===== src/rtl/hazard_pkg.sv =====
package hazard_pkg;

    localparam int MAX_REG_W = 8;

    typedef enum logic [1:0] {
        SRC_REGFILE = 2'b00,
        SRC_WB      = 2'b01,
        SRC_MEM     = 2'b10
    } opnd_src_e;

    typedef struct packed {
        logic we;
        logic [MAX_REG_W-1:0] rd;
    } producer_t;

    typedef struct packed {
        logic pc_we;
        logic ifid_we;
        logic idex_bubble;
        logic ifid_flush;
        logic idex_flush;
    } pipe_ctrl_t;

    localparam pipe_ctrl_t CTRL_RUN   = '{pc_we: 1'b1, ifid_we: 1'b1, idex_bubble: 1'b0,
                                          ifid_flush: 1'b0, idex_flush: 1'b0};
    localparam pipe_ctrl_t CTRL_STALL = '{pc_we: 1'b0, ifid_we: 1'b0, idex_bubble: 1'b1,
                                          ifid_flush: 1'b0, idex_flush: 1'b0};
    localparam pipe_ctrl_t CTRL_FLUSH = '{pc_we: 1'b1, ifid_we: 1'b1, idex_bubble: 1'b0,
                                          ifid_flush: 1'b1, idex_flush: 1'b1};

    // A producer can feed a consumer register only if it writes a nonzero register equal to it.
    function automatic logic producer_hits(producer_t p, logic [MAX_REG_W-1:0] src);
        return p.we && (p.rd != '0) && (p.rd == src);
    endfunction

endpackage


===== src/rtl/operand_fwd_sel.sv =====
module operand_fwd_sel
    import hazard_pkg::*;
#(
    parameter int REG_W = 5
) (
    input  logic [REG_W-1:0] src_reg,
    input  producer_t        mem_prod,
    input  producer_t        wb_prod,
    output opnd_src_e        sel
);
    logic [MAX_REG_W-1:0] src_ext;
    logic                 mem_hit;
    logic                 wb_hit;

    always_comb begin
        src_ext = '0;
        src_ext[REG_W-1:0] = src_reg;
    end

    assign mem_hit = producer_hits(mem_prod, src_ext);
    assign wb_hit  = producer_hits(wb_prod, src_ext);

    // Younger producer (memory stage) carries the newest value and wins.
    always_comb begin
        if (mem_hit)     sel = SRC_MEM;
        else if (wb_hit) sel = SRC_WB;
        else             sel = SRC_REGFILE;
    end
endmodule


===== src/rtl/load_use_detect.sv =====
module load_use_detect #(
    parameter int REG_W = 5
) (
    input  logic [REG_W-1:0] dec_rs,
    input  logic [REG_W-1:0] dec_rt,
    input  logic             dec_uses_rs,
    input  logic             dec_uses_rt,
    input  logic             ex_is_load,
    input  logic [REG_W-1:0] ex_load_dst,
    output logic             hazard
);
    logic rs_dep;
    logic rt_dep;
    logic dst_live;

    assign dst_live = ex_is_load && (ex_load_dst != '0);
    assign rs_dep   = dec_uses_rs && (dec_rs == ex_load_dst);
    assign rt_dep   = dec_uses_rt && (dec_rt == ex_load_dst);
    assign hazard   = dst_live && (rs_dep || rt_dep);
endmodule


===== src/rtl/pipe_ctrl_arbiter.sv =====
module pipe_ctrl_arbiter
    import hazard_pkg::*;
(
    input  logic       load_use,
    input  logic       branch_taken,
    output pipe_ctrl_t ctrl
);
    // Squash outranks the interlock: the stalled consumer is itself on the wrong path.
    always_comb begin
        if (branch_taken)  ctrl = CTRL_FLUSH;
        else if (load_use) ctrl = CTRL_STALL;
        else               ctrl = CTRL_RUN;
    end
endmodule


===== src/rtl/hazard_ctrl_unit.sv =====
module hazard_ctrl_unit
    import hazard_pkg::*;
#(
    parameter int REG_W = 5
) (
    input  logic [REG_W-1:0] ifid_rs,
    input  logic [REG_W-1:0] ifid_rt,
    input  logic             ifid_uses_rs,
    input  logic             ifid_uses_rt,
    input  logic [REG_W-1:0] idex_rs,
    input  logic [REG_W-1:0] idex_rt,
    input  logic             idex_mem_read,
    input  logic             exmem_reg_write,
    input  logic [REG_W-1:0] exmem_rd,
    input  logic             memwb_reg_write,
    input  logic [REG_W-1:0] memwb_rd,
    input  logic             ex_branch_taken,
    output logic [1:0]       fwd_a_sel,
    output logic [1:0]       fwd_b_sel,
    output logic             pc_we,
    output logic             ifid_we,
    output logic             idex_bubble,
    output logic             ifid_flush,
    output logic             idex_flush
);
    localparam int N_OPND = 2;

    producer_t        mem_prod;
    producer_t        wb_prod;
    logic [REG_W-1:0] opnd_reg [N_OPND];
    opnd_src_e        opnd_sel [N_OPND];
    logic             load_use;
    pipe_ctrl_t       ctrl;

    always_comb begin
        mem_prod    = '0;
        mem_prod.we = exmem_reg_write;
        mem_prod.rd[REG_W-1:0] = exmem_rd;
        wb_prod     = '0;
        wb_prod.we  = memwb_reg_write;
        wb_prod.rd[REG_W-1:0]  = memwb_rd;
    end

    assign opnd_reg[0] = idex_rs;
    assign opnd_reg[1] = idex_rt;

    for (genvar g = 0; g < N_OPND; g++) begin : g_opnd
        operand_fwd_sel #(.REG_W(REG_W)) u_sel (
            .src_reg  (opnd_reg[g]),
            .mem_prod (mem_prod),
            .wb_prod  (wb_prod),
            .sel      (opnd_sel[g])
        );
    end

    load_use_detect #(.REG_W(REG_W)) u_lud (
        .dec_rs      (ifid_rs),
        .dec_rt      (ifid_rt),
        .dec_uses_rs (ifid_uses_rs),
        .dec_uses_rt (ifid_uses_rt),
        .ex_is_load  (idex_mem_read),
        .ex_load_dst (idex_rt),
        .hazard      (load_use)
    );

    pipe_ctrl_arbiter u_arb (
        .load_use     (load_use),
        .branch_taken (ex_branch_taken),
        .ctrl         (ctrl)
    );

    assign fwd_a_sel   = opnd_sel[0];
    assign fwd_b_sel   = opnd_sel[1];
    assign pc_we       = ctrl.pc_we;
    assign ifid_we     = ctrl.ifid_we;
    assign idex_bubble = ctrl.idex_bubble;
    assign ifid_flush  = ctrl.ifid_flush;
    assign idex_flush  = ctrl.idex_flush;
endmodule


===== config.mk =====
export PLATFORM = sky130hd
export DESIGN_NAME = hazard_ctrl_unit
export DESIGN_NICKNAME = d
export VERILOG_FILES = /design/src/rtl/hazard_pkg.sv /design/src/rtl/operand_fwd_sel.sv /design/src/rtl/load_use_detect.sv /design/src/rtl/pipe_ctrl_arbiter.sv /design/src/rtl/hazard_ctrl_unit.sv
export SDC_FILE = /design/constraint.sdc
export NUM_CORES = 1
export LEC_CHECK = 0
export ABC_AREA = 1
export BUFFER_PORTS_ARGS = -buffer_cell sky130_fd_sc_hd__buf_2
export CAP_MARGIN = 10
export CORE_ASPECT_RATIO = 1.1
export CORE_MARGIN = 2
export CORE_UTILIZATION = 47
export DETAILED_ROUTE_END_ITERATION = 7
export PLACE_DENSITY_LB_ADDON = 0.1
export RECOVER_POWER = 25
export SYNTH_ARGS = -nofsm -noshare
export SYNTH_HDL_FRONTEND = slang
export SYNTH_HIERARCHICAL = 1
export SYNTH_SLANG_ARGS = --single-unit
export TNS_END_PERCENT = 5

===== constraint.sdc =====
create_clock -name vclk -period 1.8
set_clock_uncertainty 0.2 [all_clocks]
set_input_delay 0.36 -clock vclk [all_inputs]
set_output_delay 0.36 -clock vclk [all_outputs]
set_load 0.01 [all_outputs]

Word-level counts from Yosys, hierarchy flattened
Cells that the tools add are included.
- flip-flop bits (word level): 0
- bits in latches: 0
- RAM bits: 0
- memory bits (read-only): 0
- bits of input ports: 36
- output and inout bits: 9
- word-level logic and storage cells: 26
- memories kept: 0
- $add $sub $neg: 0
- multiply operators: 0
- div/mod/pow operators: 0
- $lt $le $gt $ge: 0
- eq/ne operators: 6
- shift-type cells: 0
- muxes and demuxes: 6
- bitwise gates (word level): 0
- reduce and logical (&&, ||, !) cells: 14
- operators with widths (operator ; number):
    == test 5 bit ; 6
    nonzero test 8 bit ; 2
    logical AND 1 bit ; 10
    2-to-1 mux 5 bit ; 2
    nonzero test 5 bit ; 1
    2-to-1 mux 2 bit ; 2
    2-to-1 mux 1 bit ; 2
    logical OR 1 bit ; 1

Longest topological paths before layout
- depth in word-level cells: 6
- mapped depth: 8
- gate-level depth less buffers: 8

Hierarchy
The synthesis kept the hierarchy.
- by module, submodules not included (module ; times used ; cells each ; area an instance (um^2) ; seq. area each (um^2)):
    operand_fwd_sel ; 2 ; 65 ; 262.8 ; 0.0
    load_use_detect ; 1 ; 55 ; 216.5 ; 0.0
    pipe_ctrl_arbiter ; 1 ; 7 ; 40.0 ; 0.0
    hazard_ctrl_unit ; 1 ; 1 ; 3.8 ; 0.0

Least setup slack after synthesis
No wires, ideal clock.
- kind: in2out
- start: in idex_rt[3]
- end: out pc_we
- arrival: 1102 ps
- data required time: 1240 ps
- path slack: 138 ps
- stages: 8
- buffers on the path: 1
- path through: inv_1 -> nand2_1 -> nand2_1 -> nor2_1 -> nand3_1 -> a21oi_1 -> nand2_1 -> buf_4
- longest elaborated chain between the ends: 6
- elaborated cells between the ends (all ways): 10
- classes of those cells: eq/ne (2); mux (2); reduce/logical (6)
- ends and longest elaborated chain (item ; line ; text):
    start: declaration ; hazard_ctrl_unit.sv:11 ; input logic [REG_W-1:0] idex_rt,
    == test 5 bit (on tied branches) ; load_use_detect.sv:17, load_use_detect.sv:18 ;
    logical AND 1 bit (on tied branches) ; load_use_detect.sv:17, load_use_detect.sv:18 ;
    logical OR 1 bit ; load_use_detect.sv:19 ; assign hazard = dst_live && (rs_dep || rt_dep);
    logical AND 1 bit * ; load_use_detect.sv:19 ;
    named net load_use ; hazard_ctrl_unit.sv:32 ; logic load_use;
    2-to-1 mux 5 bit * ; pipe_ctrl_arbiter.sv:11 ; else if (load_use) ctrl = CTRL_STALL;
    2-to-1 mux 5 bit * ; pipe_ctrl_arbiter.sv:10 ; if (branch_taken) ctrl = CTRL_FLUSH;
    end: declaration ; hazard_ctrl_unit.sv:20 ; output logic pc_we,
Mark *: on every way through the listed nets, which the timed path passes. The rest lies on a longest branch.

Final worst setup path
- start: in idex_rt[1]
- end: out idex_bubble
- longest elaborated chain between the ends: 6
- elaborated cells between the ends (all ways): 10
- classes of those cells: eq/ne (2); mux (2); reduce/logical (6)
- ends and longest elaborated chain (item ; line ; text):
    == test 5 bit (on tied branches) ; load_use_detect.sv:17, load_use_detect.sv:18 ;
    logical AND 1 bit (on tied branches) ; load_use_detect.sv:17, load_use_detect.sv:18 ;
    logical OR 1 bit ; load_use_detect.sv:19 ;
    logical AND 1 bit * ; load_use_detect.sv:19 ;
    named net load_use ; hazard_ctrl_unit.sv:32 ;
    2-to-1 mux 5 bit * ; pipe_ctrl_arbiter.sv:11 ;
    2-to-1 mux 5 bit * ; pipe_ctrl_arbiter.sv:10 ;
    end: declaration ; hazard_ctrl_unit.sv:22 ; output logic idex_bubble,
Marked as above.

==> out/metrics.yaml <==
syn2layout_area_growth_pct: 53.0
cts_setup_buffers: 0
syn_area_sq_um: 786
initial_utilization_pct: 49.8
antenna_found_initial: 0
grt_pass1_wl_um: 3290
period_share_pct: 101
die_h_um: 46.9
p_sw_share_pct: 54.7
drtIter0Drc: 13
violations: "setup timing"
finalPower_mw: 0.230
wl_met2_um: 1090
arrival_ns: 1.25
vias_per_cell: 4.30
cpPeakStageDelay_ns: 0.16
wl_per_cell_um: 8.15
drive_gt1_share_pct: 35.6
synth_cell_types: 13
place_worst_setup_slack_ns: -0.0740
final_common_cell: "nand2_1"
dp_cells: 267
placed_cell_area_sq_mm: 0.00108
finalMaxSlewViolations: 0
holdWs_ns: 0.770
seqPwrFrac_pct: 0
n_fill_cell: 168
gp_congestion: 0.918
fmaxAchievable_ghz: 0.553
ys_warn_count: 6
grt_overflow: 0
intPower_mw: 0.104
crit_path_start_kind: "input pin"
path_cells: "buf_6, nand2_2, nand2_2, nor2_2, nand3_2, a21oi_2, inv_1, nor2_2, buf_2"
crit_type: "in2out"
rows: 15
layout_setup_ws_ns: -0.00906
hold_buffers: 0
grt_usage_pct: 20.6
nFlopsAndLatches: 0
combPwrFrac_pct: 100.0
firstDrtPassIters: 4
io_buffers: 45
crit_start: "idex_rt[1]"
clkbuf_count: 0
top_level_ports: 45
top_layer_used: "met4"
cp.depth: 9
mostFrequentLayoutCells: "nand2_1 (69), buf_2 (35), nor2_1 (33), inv_1 (33), nand2_2 (14)"
critPathBufInv: 3
detail-route-antenna-nets: 0
crit_slowest_cell: "a21oi_2"
drt-met1-wl_um: 947
fin_area_sq_mm: 0.00120
register_area_sq_um: 0
wirelength_um: 2180
critPathCapture: "idex_bubble"
setup_viol: 1
grt_max_degree: 7
finalHoldViolations: 0
power.leakage_nw: 0.817
dpl.hpwl_um: 1740
cap_violations: 0
instances_no_fill: 267
rsz0062_at_grt: "yes"
wl_met3_um: 118
setup_tns_ns: -0.00906
min_path_type: "in2out"
post-route-drc-count: 0
crit_family: "simple AND/OR/NAND/NOR gates"
nNetsFinal: 288
chipWidth_um: 43.0
num_antenna_cells: 0
netSwitchingPower_mw: 0.126
core_area_sq_mm: 0.00158
synth-seq-area-share_pct: 0
cellPowerDensity_mw_per_mm2: 191
endpoint_kind: "primary output"
synthCells: 193
p_clk_share_pct: 0
dieArea_sq_mm: 0.00202
required_ns: 1.24
vias: 1149
final_util_pct: 76.3
peakVddDrop_v: 0.000107
syn_area_per_cell_sq_um: 4.07
outcome: "finished, violations left"
grt_pass1_vias: 888
min_period_ns: 1.81
path_max_fanout: 4
==> cell usage after synthesis (all sizes together) <==
cell   count  area [sq um]
o21ai      3          15.0
nand3      6          30.0
a21oi      3          15.0
nor2      43           179
inv       46           173
nand4      3          18.8
nand2     83           314
buf        5          37.5
conb       1          3.75
==> logic make-up after synthesis <==
group                  after synthesis  synth area share, %
other                                1                0.477
buffers and inverters               51                 26.8
AO/OA/AOI/OAI                        6                 3.82
AND/OR/NAND/NOR                    135                 69.0
==> per-layer routing <==
layer	track usage, %	vias up
met3	0.769	2
met4	0	0
met2	43.6	34
li1	-	649
met5	0	-
met1	24.5	464
==> how the worst min path moves through the flow <==
stage / end / slack [ns] / depth (start not counted) / from
2_1_floorplan: idex_bubble / 0.55 / 1 / ex_branch_taken
3_3_place_gp: ifid_flush / 0.76 / 2 / ex_branch_taken
3_5_place_dp: ifid_flush / 0.76 / 2 / ex_branch_taken
4_1_cts: ifid_flush / 0.76 / 2 / ex_branch_taken
5_1_grt: ifid_flush / 0.78 / 2 / ex_branch_taken
6_report: idex_flush / 0.77 / 2 / ex_branch_taken
==> layout make-up <==
cell class / instances / area, sq um / area share, %
multi-input cells: 153 / 671 / 55.8
well taps: 17 / 21.3 / 1.77
repair buffers: 51 / 333 / 27.7
inverters: 46 / 178 / 14.8
==> power by group through the flow <==
| stage | logic, mW | clock network [mW] | registers, mW |
|---|---|---|---|
| floorplan | 0.107 | 0 | 0 |
| global placement | 0.191 | 0 | 0 |
| detailed placement | 0.193 | 0 | 0 |
| CTS | 0.197 | 0 | 0 |
| global route | 0.260 | 0 | 0 |
| finish | 0.230 | 0 | 0 |
==> timing repair <==
action | CTS | global route
pin swaps | 6 | 19
gates resized for setup | 6 | 40
setup endpoints to repair | 3 | 5
endpoints found under the hold margin | 0 | 0
gates cloned | 0 | 0
(Power assumes the default switching activity.)
